`config.mk`:
```
export PLATFORM = sky130hd
export DESIGN_NAME = subnet_seq
export DESIGN_NICKNAME = d
export VERILOG_FILES = /design/src/rtl/subnet_seq_pkg.sv /design/src/rtl/subnet_seq_reader.sv /design/src/rtl/subnet_seq_slot.sv /design/src/rtl/subnet_seq.sv
export SDC_FILE = /design/constraint.sdc
export NUM_CORES = 1
export LEC_CHECK = 0
export BUFFER_PORTS_ARGS = -buffer_cell sky130_fd_sc_hd__buf_2
export CORE_MARGIN = 4
export CORE_UTILIZATION = 45
export DETAILED_ROUTE_END_ITERATION = 12
export GPL_TIMING_DRIVEN = 0
export PLACE_DENSITY = 0.81
export SETUP_SLACK_MARGIN = 0.5
export SYNTH_ARGS = -nofsm -noshare
export SYNTH_HDL_FRONTEND = slang
export SYNTH_SLANG_ARGS = --single-unit
```
`constraint.sdc`:
```
create_clock -name clk_i -period 2 [get_ports clk_i]
set_clock_uncertainty 0.1 [all_clocks]
set_input_delay 0.3 -clock clk_i [delete_from_list [all_inputs] [get_ports clk_i]]
set_output_delay 0.3 -clock clk_i [all_outputs]
set_load 0.01 [all_outputs]
```
`src/rtl/subnet_seq_pkg.sv`:
```
package subnet_seq_pkg;
  // bit width able to hold values 0..n-1, never zero
  function automatic int unsigned cnt_bits(input int unsigned n);
    return (n < 2) ? 1 : $clog2(n);
  endfunction
endpackage

```
`src/rtl/subnet_seq_reader.sv`:
```
module subnet_seq_reader
  import subnet_seq_pkg::*;
#(
  parameter int unsigned N_SUB = 3,
  parameter int unsigned LEN_W = 6,
  parameter logic [N_SUB*LEN_W-1:0] VEC_LENS = {6'd5, 6'd3, 6'd4}
) (
  input  logic             clk_i,
  input  logic             rst_ni,
  input  logic             go_i,
  output logic [N_SUB-1:0] re_o,
  output logic [N_SUB-1:0] le_o,
  output logic [LEN_W-1:0] rd_idx_o,
  output logic [LEN_W-1:0] ld_idx_o
);
  localparam int unsigned SUB_W = cnt_bits(N_SUB);

  logic             act_q;
  logic [SUB_W-1:0] sub_q;
  logic [LEN_W-1:0] pos_q;
  logic [LEN_W-1:0] cur_len;
  logic [N_SUB-1:0] le_q;
  logic [LEN_W-1:0] ld_idx_q;

  assign cur_len  = VEC_LENS[int'(sub_q)*LEN_W +: LEN_W];
  assign re_o     = act_q ? (N_SUB'(1) << sub_q) : '0;
  assign rd_idx_o = pos_q;
  assign le_o     = le_q;
  assign ld_idx_o = ld_idx_q;

  always_ff @(posedge clk_i or negedge rst_ni) begin
    if (!rst_ni) begin
      act_q <= 1'b0;
      sub_q <= '0;
      pos_q <= '0;
    end else if (go_i) begin
      act_q <= 1'b1;
      sub_q <= '0;
      pos_q <= '0;
    end else if (act_q) begin
      if (pos_q == cur_len - LEN_W'(1)) begin
        pos_q <= '0;
        if (sub_q == SUB_W'(N_SUB - 1)) begin
          act_q <= 1'b0;
          sub_q <= '0;
        end else begin
          sub_q <= sub_q + SUB_W'(1);
        end
      end else begin
        pos_q <= pos_q + LEN_W'(1);
      end
    end
  end

  always_ff @(posedge clk_i or negedge rst_ni) begin
    if (!rst_ni) begin
      le_q     <= '0;
      ld_idx_q <= '0;
    end else begin
      le_q     <= re_o;
      ld_idx_q <= act_q ? pos_q : '0;
    end
  end


  one_read_chk: assert property (@(posedge clk_i) disable iff (!rst_ni) $onehot0(re_o));

  load_follows_read_chk: assert property (@(posedge clk_i) disable iff (!rst_ni)
    (re_o != '0) |=> (le_o == $past(re_o)));
endmodule

```
`src/rtl/subnet_seq_slot.sv`:
```
module subnet_seq_slot
  import subnet_seq_pkg::*;
#(
  parameter int unsigned LEN   = 4,
  parameter int unsigned NR    = 2,
  parameter int unsigned LEN_W = 6,
  parameter int unsigned DST_W = 8,
  parameter int unsigned CAT_W = 4
) (
  input  logic             clk_i,
  input  logic             rst_ni,
  input  logic             le_i,
  input  logic [LEN_W-1:0] ld_idx_i,
  input  logic [DST_W-1:0] bus_dst_i,
  input  logic [CAT_W-1:0] bus_cat_i,
  output logic             oe_o,
  output logic             cap_o,
  output logic [DST_W-1:0] dst_o,
  output logic [CAT_W-1:0] cat_o
);
  localparam int unsigned CNT_W = cnt_bits(NR + 1);

  logic             last_ld;
  logic             oe_q;
  logic             cap_q;
  logic [CNT_W-1:0] wait_q;

  assign last_ld = le_i && (ld_idx_i == LEN_W'(LEN - 1));
  assign oe_o    = oe_q;
  assign cap_o   = cap_q;

  // settle window of NR+1 cycles, then a single capture cycle
  always_ff @(posedge clk_i or negedge rst_ni) begin
    if (!rst_ni) begin
      oe_q   <= 1'b0;
      cap_q  <= 1'b0;
      wait_q <= '0;
    end else begin
      cap_q <= 1'b0;
      if (last_ld) begin
        oe_q   <= 1'b1;
        wait_q <= '0;
      end else if (oe_q) begin
        if (wait_q == CNT_W'(NR)) begin
          oe_q  <= 1'b0;
          cap_q <= 1'b1;
        end else begin
          wait_q <= wait_q + CNT_W'(1);
        end
      end
    end
  end

  always_ff @(posedge clk_i or negedge rst_ni) begin
    if (!rst_ni) begin
      dst_o <= '0;
      cat_o <= '0;
    end else if (cap_q) begin
      dst_o <= bus_dst_i;
      cat_o <= bus_cat_i;
    end
  end


  oe_no_self_load_chk: assert property (@(posedge clk_i) disable iff (!rst_ni) !(oe_q && le_i));

  oe_after_last_chk: assert property (@(posedge clk_i) disable iff (!rst_ni) last_ld |=> oe_q);

  cap_after_oe_chk: assert property (@(posedge clk_i) disable iff (!rst_ni) cap_q |-> $past(oe_q));
endmodule

```
`src/rtl/subnet_seq.sv`:
```
module subnet_seq
  import subnet_seq_pkg::*;
#(
  parameter int unsigned N_SUB = 3,
  parameter int unsigned LEN_W = 6,
  parameter logic [N_SUB*LEN_W-1:0] VEC_LENS = {6'd5, 6'd3, 6'd4},
  parameter int unsigned NR    = 2,
  parameter int unsigned DST_W = 8,
  parameter int unsigned CAT_W = 4
) (
  input  logic                   clk_i,
  input  logic                   rst_ni,
  input  logic                   start_i,
  input  logic [N_SUB*DST_W-1:0] bus_dst_i,
  input  logic [N_SUB*CAT_W-1:0] bus_cat_i,
  output logic [N_SUB-1:0]       re_o,
  output logic [N_SUB-1:0]       le_o,
  output logic [N_SUB-1:0]       oe_o,
  output logic [LEN_W-1:0]       rd_idx_o,
  output logic [LEN_W-1:0]       ld_idx_o,
  output logic [N_SUB*DST_W-1:0] dst_o,
  output logic [N_SUB*CAT_W-1:0] cat_o,
  output logic                   busy_o,
  output logic                   done_o
);
  logic             go;
  logic             busy_q;
  logic             done_q;
  logic [N_SUB-1:0] cap;

  assign go     = start_i && !busy_q;
  assign busy_o = busy_q;
  assign done_o = done_q;

  subnet_seq_reader #(
    .N_SUB(N_SUB), .LEN_W(LEN_W), .VEC_LENS(VEC_LENS)
  ) i_reader (
    .clk_i(clk_i), .rst_ni(rst_ni), .go_i(go),
    .re_o(re_o), .le_o(le_o), .rd_idx_o(rd_idx_o), .ld_idx_o(ld_idx_o)
  );

  for (genvar k = 0; k < N_SUB; k++) begin : g_slot
    subnet_seq_slot #(
      .LEN(int'(VEC_LENS[k*LEN_W +: LEN_W])), .NR(NR),
      .LEN_W(LEN_W), .DST_W(DST_W), .CAT_W(CAT_W)
    ) i_slot (
      .clk_i(clk_i), .rst_ni(rst_ni),
      .le_i(le_o[k]), .ld_idx_i(ld_idx_o),
      .bus_dst_i(bus_dst_i[k*DST_W +: DST_W]),
      .bus_cat_i(bus_cat_i[k*CAT_W +: CAT_W]),
      .oe_o(oe_o[k]), .cap_o(cap[k]),
      .dst_o(dst_o[k*DST_W +: DST_W]),
      .cat_o(cat_o[k*CAT_W +: CAT_W])
    );
  end

  // the last subnet finishes last, so its capture ends the run
  always_ff @(posedge clk_i or negedge rst_ni) begin
    if (!rst_ni) begin
      busy_q <= 1'b0;
      done_q <= 1'b0;
    end else begin
      done_q <= cap[N_SUB-1];
      if (go) busy_q <= 1'b1;
      else if (cap[N_SUB-1]) busy_q <= 1'b0;
    end
  end


  done_idle_chk: assert property (@(posedge clk_i) disable iff (!rst_ni) done_q |-> !busy_q);

  busy_hold_chk: assert property (@(posedge clk_i) disable iff (!rst_ni)
    (busy_q && !cap[N_SUB-1]) |=> busy_q);
endmodule

```
==> impl_metrics.ini, run 1 <==
[clocking]
insertion_delay_ns = 0.32
cts-root-buf = clkbuf_8
numCtsBuffers = 9
cts_tree = yes
clock_sinks = 68
htreeDepth = 3
clk_pin_slew_ns = 0.07
cts_buffer_depth = 2

[final_layout]
mostFrequentLayoutCells = 95 x buf_2, 65 x dfrtp_1, 36 x mux2_2, 14 x buf_4
fin_cells = 416
fill_cells = 475
layout_commonest_cell = buf_2
n_antenna_cell = 0
final_cell_area_um2 = 3880
nNetsFinal = 385
layout-drive-gt1-share = 0.563
synthToLayoutAreaGrowth_pct = 36.7
finalCoreUtilization = 0.645

[worst_setup_path]
required_ns = 2.13
arrival_ns = 2.19
worstSetupStartpointType = flip-flop
slowest_delay_ns = 0.58
path_class = flip-flop to flip-flop
cp-end-kind = flip-flop
crit_path_top_delay_cell = or4_4
path_cells = or4_4, nand2_4, o311ai_4, or4b_1, o31ai_1
crit_buf_inv = 0
worst-path-max-fanout = 7
path_delay_family = simple AND/OR/NAND/NOR gates

[route]
dr.pass1.iters = 4
routedWlPerCell_um = 13.8
vias_per_cell = 4.84
ant_nets = 0
drc = 0
wl_um = 5750
dr.first_iter.drc_count = 27
via_count = 2014

[placement]
placed_cells = 388
portBuffers = 97
dp_hpwl_um = 4070
gp_congestion = 0.810
place_area_um2 = 3470

[power]
leakagePower_nw = 2.02
p_per_area_nw_per_um2 = 1530
peakVddDrop_v = 0.000875

[floorplan]
ios = 98
start_util = 0.472
die_w_um = 87.5
die-area_um2 = 7650
core_region_area_um2 = 6030
placement_rows = 28
die_y_um = 87.5

[yosys]
async_flop_share = 1.00
synth_compound_area_frac = 0.0361
synth_enable_flop_cells = 0
synth_flop_cell = dfrtp_1
synth_top_area_cell = dfrtp_1
post-synth-top-area-fraction = 0.599
synthMuxAreaShare = 0.143
yosysUniqueCellTypes = 37
synth_area_leaders = dfrtp_1 60%, mux2_2 14%, ha_1 4.4%, nor2_1 1.8%, xnor2_1 1.8%
ys_ff_latch = 68
synth.yosys.warnings = 0
synthAdderAreaFrac = 0.0440
syn-num-nets = 265
yosys.area_share.simple = 0.125
synth_area_um2 = 2840
avgSynthCellArea_um2 = 13.2
synthCells = 216
synth_seq_area_share = 0.599
synth_xor_area_frac = 0.0216
synth_top_family_by_area = multiplexers

[sta]
min_period_ns = 2.06
setup_viol = 2
maxSlewHeadroom = 0.607
hold_viol = 0
worst_pin_slew_ns = 0.589
layout_setup_ws_ns = -0.0592
rsz0062_at_grt = true
fmax_ghz = 0.486
fin_crit_sh = 1.03
slew_violations = 0

[worst_hold_path]
hold_path_class = primary input to flip-flop

[outcome]
status = finished with violations
violations = negative setup slack

[run]
cap_violations = 0

[grt]
grtUsageTotal = 0.156
grt_pass1_wl_um = 9330
grt_pass1_vias = 2148
antenna_found_initial = 0
overflow = 0
grt_start_max_net_pins = 69
## cells by family (layout without fill, tap and decap cells)
family          Yosys count  after routing
flops                    68             68
mux                      36             36
simple gates             63             63
compound gates           14             14
xor+xnor                  7              7
buf+inv                  18            143
fa+ha+maj                10             10
## repair_timing
| action | 4_1_cts | 5_1_grt |
|---|---|---|
| gates resized for setup | 27 | 5 |
| hold buffers | 1 | 0 |
| hold endpoints to repair | 8 | 0 |
| endpoints found under the setup margin | 28 | 18 |
| setup buffers | 11 | 0 |
| pin swaps | 10 | 1 |
## registers in the layout (all words and copies together) (netlist names)
register,cells
busy_o,1
done_o,1
g_slot.i_slot.cap_o,3
g_slot.i_slot.cat_o,12
g_slot.i_slot.dst_o,24
g_slot.i_slot.oe_o,3
g_slot.i_slot.wait_q,6
i_reader.act_q,1
i_reader.ld_idx_o,6
i_reader.le_o,3
i_reader.rd_idx_o,6
i_reader.sub_q,2
## cell type report
class                   instances  area (µm²)  area share
inverters                       7        33.8     0.00870
repair buffers                109         608       0.157
multi-input cells             130        1170       0.302
flip-flops and latches         68        1710       0.439
clock buffers                  12         155      0.0399
plain buffers                  11        68.8      0.0177
clock inverters                 4        47.5      0.0122
well taps                      75        93.8      0.0242
## Yosys cell counts, types with 2 or more instances
master and instances:
nor4_1 2, buf_1 3, and2_1 7, nor3_1 3, dfrtp_1 68, a21oi_1 7
inv_1 7, nand2_1 8, and3_1 5, buf_4 6, a31oi_1 2, o31ai_1 2
nand2b_1 4, nand3_1 5, nor2_1 14, ha_1 10, mux2_2 36, or4b_1 2
clkbuf_1 2, xnor2_1 6
## metal layers
metal | GRT usage | wire length, µm | vias to the layer above
li1 | - | - | 983
met1 | 0.184 | 2310 | 948
met2 | 0.267 | 2850 | 77
met3 | 0.0397 | 541 | 6
met4 | 0.0656 | 51 | 0
met5 | 0 | 0 | -
## through the flow
| stage | setup slack (ns) | power, mW | hold slack (ns) | TNS [ns] |
|---|---|---|---|---|
| final | -0.0592 | 5.92 | 0.102 | -0.111 |
| after global routing | -0.0989 | 6.36 | 0.0871 | -0.331 |
| after CTS | -0.0291 | 5.96 | 0.0804 | -0.0553 |
| after detailed placement | -0.106 | 4.57 | 0.360 | -0.244 |
| after global placement | -0.0605 | 4.46 | 0.369 | -0.130 |
| after floorplan | 0.0425 | 3.69 | -0.0956 | 0 |
## worst paths after layout
| kind | start | cells after the start | slack [ns] | endpoint |
|---|---|---|---|---|
| worst max-delay path | i_reader.rd_idx_o[3]$_DFFE_PN0P_ | 5 | -0.06 | i_reader.sub_q[1]$_DFFE_PN0P_ |
| worst min-delay path | bus_cat_i[4] | 2 | 0.10 | g_slot[1].i_slot.cat_o[0]$_DFFE_PN0P_ |
| worst max register to register | i_reader.rd_idx_o[3]$_DFFE_PN0P_ | 5 | -0.06 | i_reader.sub_q[1]$_DFFE_PN0P_ |
| worst min register to register | g_slot[2].i_slot.cap_o$_DFF_PN0_ | 0 | 0.39 | done_o$_DFF_PN0_ |
| max in group asynchronous | rst_ni | 2 | 0.93 | i_reader.rd_idx_o[1]$_DFFE_PN0P_ |
| min in group asynchronous | rst_ni | 2 | 0.43 | g_slot[1].i_slot.dst_o[4]$_DFFE_PN0P_ |
## power breakdown
group          internal, mW  switching, mW  total [mW]  leakage (nW)
Clock                 0.640          0.468        1.11         0.102
Sequential             1.96          0.460        2.42         0.868
Combinational          1.27           1.12        2.39          1.05
Note: power is estimated with default switching activity, not from simulation.
==> run 2, diff against run 1 <==
--- a/config.mk
+++ b/config.mk
@@ -5,11 +5,13 @@
 export SDC_FILE = /design/constraint.sdc
 export NUM_CORES = 1
 export LEC_CHECK = 0
+export ABC_AREA = 1
 export BUFFER_PORTS_ARGS = -buffer_cell sky130_fd_sc_hd__buf_2
 export CORE_MARGIN = 4
 export CORE_UTILIZATION = 45
 export DETAILED_ROUTE_END_ITERATION = 12
 export GPL_TIMING_DRIVEN = 0
+export MAX_ROUTING_LAYER = met4
 export PLACE_DENSITY = 0.81
 export SETUP_SLACK_MARGIN = 0.5
 export SYNTH_ARGS = -nofsm -noshare
==> impl_metrics.ini, run 2 <==
[yosys]
async_flop_share = 1.00
yosysMostFrequentCell = dfrtp_1
syn-num-nets = 308
synth_area_leaders = dfrtp_1 59%, mux2_2 14%, nand2_1 6.5%, ha_1 4.3%, inv_1 4.2%
synth_flop_cell = dfrtp_1
synth_enable_flop_cells = 0
post-synth-top-area-fraction = 0.590
synth_common_cells = 68 x dfrtp_1, 50 x nand2_1, 36 x mux2_2
synth_area_um2 = 2890
synthCells = 259
synth_top_area_cell = dfrtp_1
synth_seq_area_share = 0.590
avgSynthCellArea_um2 = 11.1
synth.yosys.warnings = 0
ys_ff_latch = 68
yosysUniqueCellTypes = 24

[sta]
setup_viol = 0
rsz0062_at_grt = true
slew_violations = 0
hold_viol = 0
min_period_ns = 1.69
setup_tns_ns = 0
maxSlewHeadroom = 0.607
fmax_ghz = 0.592
fin_crit_sh = 0.844
worst_pin_slew_ns = 0.590

[grt]
grt_pass1_wl_um = 9250
antenna_found_initial = 0
grtUsageTotal = 0.160
overflow = 0
grt_start_max_net_pins = 69
grt_pass1_vias = 2167

[worst_setup_path]
worst-path-max-fanout = 3
crit_start = i_reader.sub_q[1]$_DFFE_PN0P_
cp-end-kind = primary output
arrival_ns = 1.29
path_class = flip-flop to primary output
required_ns = 1.60
worstSetupStartpointType = flip-flop
r2r_start = i_reader.sub_q[1]$_DFFE_PN0P_

[power]
peakVddDrop_v = 0.000869
leakagePower_nw = 2.08
total_power_mw = 6.55
p_per_area_nw_per_um2 = 1680

[final_layout]
layout_commonest_cell = buf_2
nNetsFinal = 427
seq_area_um2 = 1700
mostFrequentLayoutCells = 97 x buf_2, 67 x dfrtp_1, 48 x nand2_1, 36 x mux2_2, 27 x inv_1
layout-drive-gt1-share = 0.517
n_antenna_cell = 0
synthToLayoutAreaGrowth_pct = 35.2
multi_input_area_um2 = 1060
largest_register_ffs = 24
fill_cells = 492
top_register = g_slot.i_slot.dst_o
top_regs = g_slot.i_slot.dst_o x24, g_slot.i_slot.cat_o x12

[route]
wl_um = 5760
vias_per_cell = 4.58
routedWlPerCell_um = 12.6
via_count = 2096
drc = 0
dr.first_iter.drc_count = 64
ant_nets = 0
dr.pass1.iters = 4

[floorplan]
die_w_um = 88.1
core_region_area_um2 = 6060
start_util = 0.476
ios = 98
die_y_um = 88.1
placement_rows = 28
die-area_um2 = 7760

[run]
cap_violations = 0

[placement]
gp_congestion = 0.848
dp_hpwl_um = 4160
portBuffers = 97

[clocking]
insertion_delay_ns = 0.33
cts_buffer_depth = 2
cts-root-buf = clkbuf_8
numCtsBuffers = 9
clock_sinks = 68
htreeDepth = 3
cts_tree = yes
clk_pin_slew_ns = 0.08

[outcome]
status = finished clean

[worst_hold_path]
hold_path_class = primary input to flip-flop
min_from = bus_cat_i[4]
==> run 2: cell count changes after synthesis, moves of 5 or more <==
cell | previous run | this run
nand3_1 | 5 | 12
and2_1 | 7 | 0
inv_1 | 7 | 32
nand2_1 | 8 | 50
xnor2_1 | 6 | 1
a21oi_1 | 7 | 1
==> run 2: per-layer routing <==
layer  wire [µm]  vias up  global-route usage
met4          23        0              0.0481
met3         502        4              0.0508
met5           0        -                   -
li1            -     1056                   -
met2        2790       74               0.283
met1        2440      962               0.171
==> run 2: metrics by stage <==
stage | hold WS, ns | instances | utilization | cell area, µm² | setup WS, ns
6_report | 0.0916 | 458 | 0.644 | 3900 | 0.312
5_1_grt | 0.0686 | 458 | 0.644 | 3900 | 0.214
3_5_place_dp | 0.354 | 431 | 0.577 | 3500 | 0.352
4_1_cts | 0.0740 | 454 | 0.632 | 3830 | 0.293
3_3_place_gp | 0.366 | 431 | 0.577 | 3500 | 0.287
2_1_floorplan | -0.0956 | 259 | - | 2920 | 0.503
==> run 2: cell type report <==
cell class	instances	share of cell area
clock buffer	9	0.0318
sequential	68	0.436
clock inverter	7	0.0318
buffer	10	0.0173
inverter	35	0.0350
multi-input combinational	146	0.272
timing repair buffer	108	0.152
tap	75	0.0241
==> run 2: power breakdown <==
part | leakage, nW | switching, mW | internal, mW
clock network | 0.120 | 0.519 | 0.836
logic | 1.13 | 1.44 | 1.36
registers | 0.823 | 0.383 | 2.01
==> run 2: path summary, 6_finish.rpt <==
| path | to | cells past startpoint | slack (ns) |
|---|---|---|---|
| min reg2reg | done_o$_DFF_PN0_ | 0 | 0.39 |
| max reg2reg | i_reader.rd_idx_o[4]$_DFFE_PN0P_ | 10 | 0.36 |
| min in group asynchronous | g_slot[1].i_slot.cat_o[1]$_DFFE_PN0P_ | 2 | 0.43 |
| min | g_slot[1].i_slot.cat_o[0]$_DFFE_PN0P_ | 2 | 0.09 |
| max | re_o[1] | 5 | 0.31 |
| max in group asynchronous | i_reader.sub_q[1]$_DFFE_PN0P_ | 2 | 0.93 |
==> run 2: worst max-delay path, stage by stage, from the launching register on <==
cell     delay, ns
dfrtp_2       0.46
inv_4         0.09
ha_1          0.15
nand2_1       0.07
inv_2         0.08
buf_6         0.10
==> run 2: logic make-up after synthesis <==
group | after synthesis | share of synthesized area
AOI/OAI and AO/OA | 11 | 0.0221
xor gates and xnor gates | 2 | 0.00607
adders and majority gates | 10 | 0.0433
buffers and inverters | 45 | 0.0681
DFF | 68 | 0.590
muxes | 36 | 0.140
and+or+nand+nor | 87 | 0.130
==> run 2: timing repair <==
item / CTS / global route
gates resized for setup: 8 / 15
endpoints found under the setup margin: 12 / 13
hold endpoints to repair: 68 / 0
buffers inserted: 6 / 4
hold buffers: 1 / 0
pin swaps: 2 / 7
==> run 3, diff against run 2 <==
--- a/config.mk
+++ b/config.mk
@@ -8,11 +8,11 @@
 export ABC_AREA = 1
 export BUFFER_PORTS_ARGS = -buffer_cell sky130_fd_sc_hd__buf_2
 export CORE_MARGIN = 4
-export CORE_UTILIZATION = 45
+export CORE_UTILIZATION = 50
 export DETAILED_ROUTE_END_ITERATION = 12
 export GPL_TIMING_DRIVEN = 0
 export MAX_ROUTING_LAYER = met4
-export PLACE_DENSITY = 0.81
+export PLACE_DENSITY = 0.85
 export SETUP_SLACK_MARGIN = 0.5
 export SYNTH_ARGS = -nofsm -noshare
 export SYNTH_HDL_FRONTEND = slang
==> constraint.sdc (replaced) <==
create_clock -name clk_i -period 1.7 [get_ports clk_i]
set_clock_uncertainty 0.1 [all_clocks]
set_input_delay 0.255 -clock clk_i [delete_from_list [all_inputs] [get_ports clk_i]]
set_output_delay 0.255 -clock clk_i [all_outputs]
set_load 0.01 [all_outputs]
==> impl_metrics.ini, run 3 (same netlist as run 2, synthesis figures left out) <==
[outcome]
status = finished with violations
violations = negative hold slack

[final_layout]
largest_register_ffs = 24
fin_cells = 475
synthToLayoutAreaGrowth_pct = 48.1
top_regs = g_slot.i_slot.dst_o x24, g_slot.i_slot.cat_o x12
layout-drive-gt1-share = 0.605
top_register = g_slot.i_slot.dst_o
mostFrequentLayoutCells = 82 x buf_2, 64 x dfrtp_1, 42 x nand2_1, 36 x mux2_2, 33 x buf_4
nNetsFinal = 447
n_antenna_cell = 0
layout_commonest_cell = buf_2

[sta]
whs_ns = -0.0839
layout_setup_ws_ns = 0.0183
maxSlewHeadroom = 0.447
setup_tns_ns = 0
fmax_ghz = 0.595
setup_viol = 0
worst_pin_slew_ns = 0.829
rsz0062_at_grt = true
hold_viol = 68
min_period_ns = 1.68
slew_violations = 0
fin_crit_sh = 0.989

[worst_setup_path]
worstSetupStartpointType = flip-flop
path_cells = inv_2, ha_4, inv_2, nand2_2, nand2_1, nor2_1, nand2_2, o21bai_2, nand2_2, inv_2, nor2_1
r2r_setup_slack_ns = 0.02
crit_path_top_delay_cell = dfrtp_1
required_ns = 1.83
slowest_delay_ns = 0.43
reg2reg_to = i_reader.rd_idx_o[2]$_DFFE_PN0P_
path_class = flip-flop to flip-flop
arrival_ns = 1.81
worst-path-max-fanout = 6
reg2regPathDepth = 11
cp-end-kind = flip-flop
r2r_start = i_reader.sub_q[0]$_DFFE_PN0P_

[floorplan]
die_w_um = 84.0
core_region_area_um2 = 5540
ios = 98
die_y_um = 84.0
placement_rows = 27
die-area_um2 = 7050
start_util = 0.521

[route]
dr.first_iter.drc_count = 68
via_count = 2271
ant_nets = 0
wl_um = 6320
dr.pass1.iters = 4
drc = 0
vias_per_cell = 4.78
routedWlPerCell_um = 13.3

[grt]
grt_start_max_net_pins = 69
antenna_found_initial = 0
overflow = 0
grt_pass1_vias = 2299
grtUsageTotal = 0.188
grt_pass1_wl_um = 10200

[clocking]
clock_sinks = 68
clk_pin_slew_ns = 0.07
numCtsBuffers = 9
cts_buffer_depth = 2
cts-root-buf = clkbuf_8
cts_tree = yes
insertion_delay_ns = 0.33
htreeDepth = 3

[run]
cap_violations = 0

[placement]
placed_cells = 428
pre_cts_ws_ns = 0.0514
dp_hpwl_um = 4030
portBuffers = 97
gp_congestion = 0.846

[power]
p_per_area_nw_per_um2 = 2000
peakVddDrop_v = 0.00113
total_power_mw = 8.55
leakagePower_nw = 2.21

[worst_hold_path]
hold_path_class = primary input to async pin
-- run 3: per-layer routing --
layer | vias up | GRT usage | routed length, µm
met5 | - | - | 0
met4 | 0 | 0.0921 | 151
met3 | 13 | 0.0444 | 436
met2 | 78 | 0.322 | 3370
met1 | 1078 | 0.203 | 2360
li1 | 1102 | - | -
-- run 3: worst max-delay path by stage --
stage / startpoint / to / cells after the start
after floorplan: i_reader.sub_q[0]$_DFFE_PN0P_ / i_reader.rd_idx_o[5]$_DFFE_PN0P_ / 11
after global placement: rst_ni / i_reader.rd_idx_o[3]$_DFFE_PN0P_ / 1
after detailed placement: i_reader.sub_q[1]$_DFFE_PN0P_ / i_reader.rd_idx_o[0]$_DFFE_PN0P_ / 10
after CTS: i_reader.sub_q[0]$_DFFE_PN0P_ / re_o[2] / 5
after global routing: i_reader.sub_q[0]$_DFFE_PN0P_ / i_reader.rd_idx_o[1]$_DFFE_PN0P_ / 11
final: i_reader.sub_q[0]$_DFFE_PN0P_ / i_reader.rd_idx_o[2]$_DFFE_PN0P_ / 11
-- run 3: area by class of cell --
class,count,area (µm²)
plain buffers,10,101
clock buffers,10,128
clock inverters,6,136
fillers,369,1260
inverters,35,136
multi-input cells,146,1160
flip-flops and latches,68,1710
well taps,72,90.1
repair buffers,128,812
-- run 3: stage by stage --
step	util	cell area [µm²]
after CTS	0.739	4090
after global placement	0.632	3500
after floorplan	-	2930
after global routing	0.772	4280
final	0.772	4280
after detailed placement	0.633	3500
-- run 3: worst max-delay path, delay by kind of cell, from the launching register on --
family	cells	cell delay, ns
buffers and inverters	3	0.25
AOI/OAI and AO/OA	1	0.13
adders and majority gates	1	0.18
DFF	1	0.43
and+or+nand+nor	6	0.48
-- run 3: where the power goes --
group	internal [mW]	switching, mW
clock network	1.13	0.603
registers	2.37	0.503
logic	2.04	1.90
-- run 3: timing repair --
item / in CTS / in global routing
endpoints found under the hold margin: 68 / 26
endpoints found under the setup margin: 104 / 80
pin swaps: 9 / 13
setup buffers: 23 / 8
gates resized for setup: 41 / 35
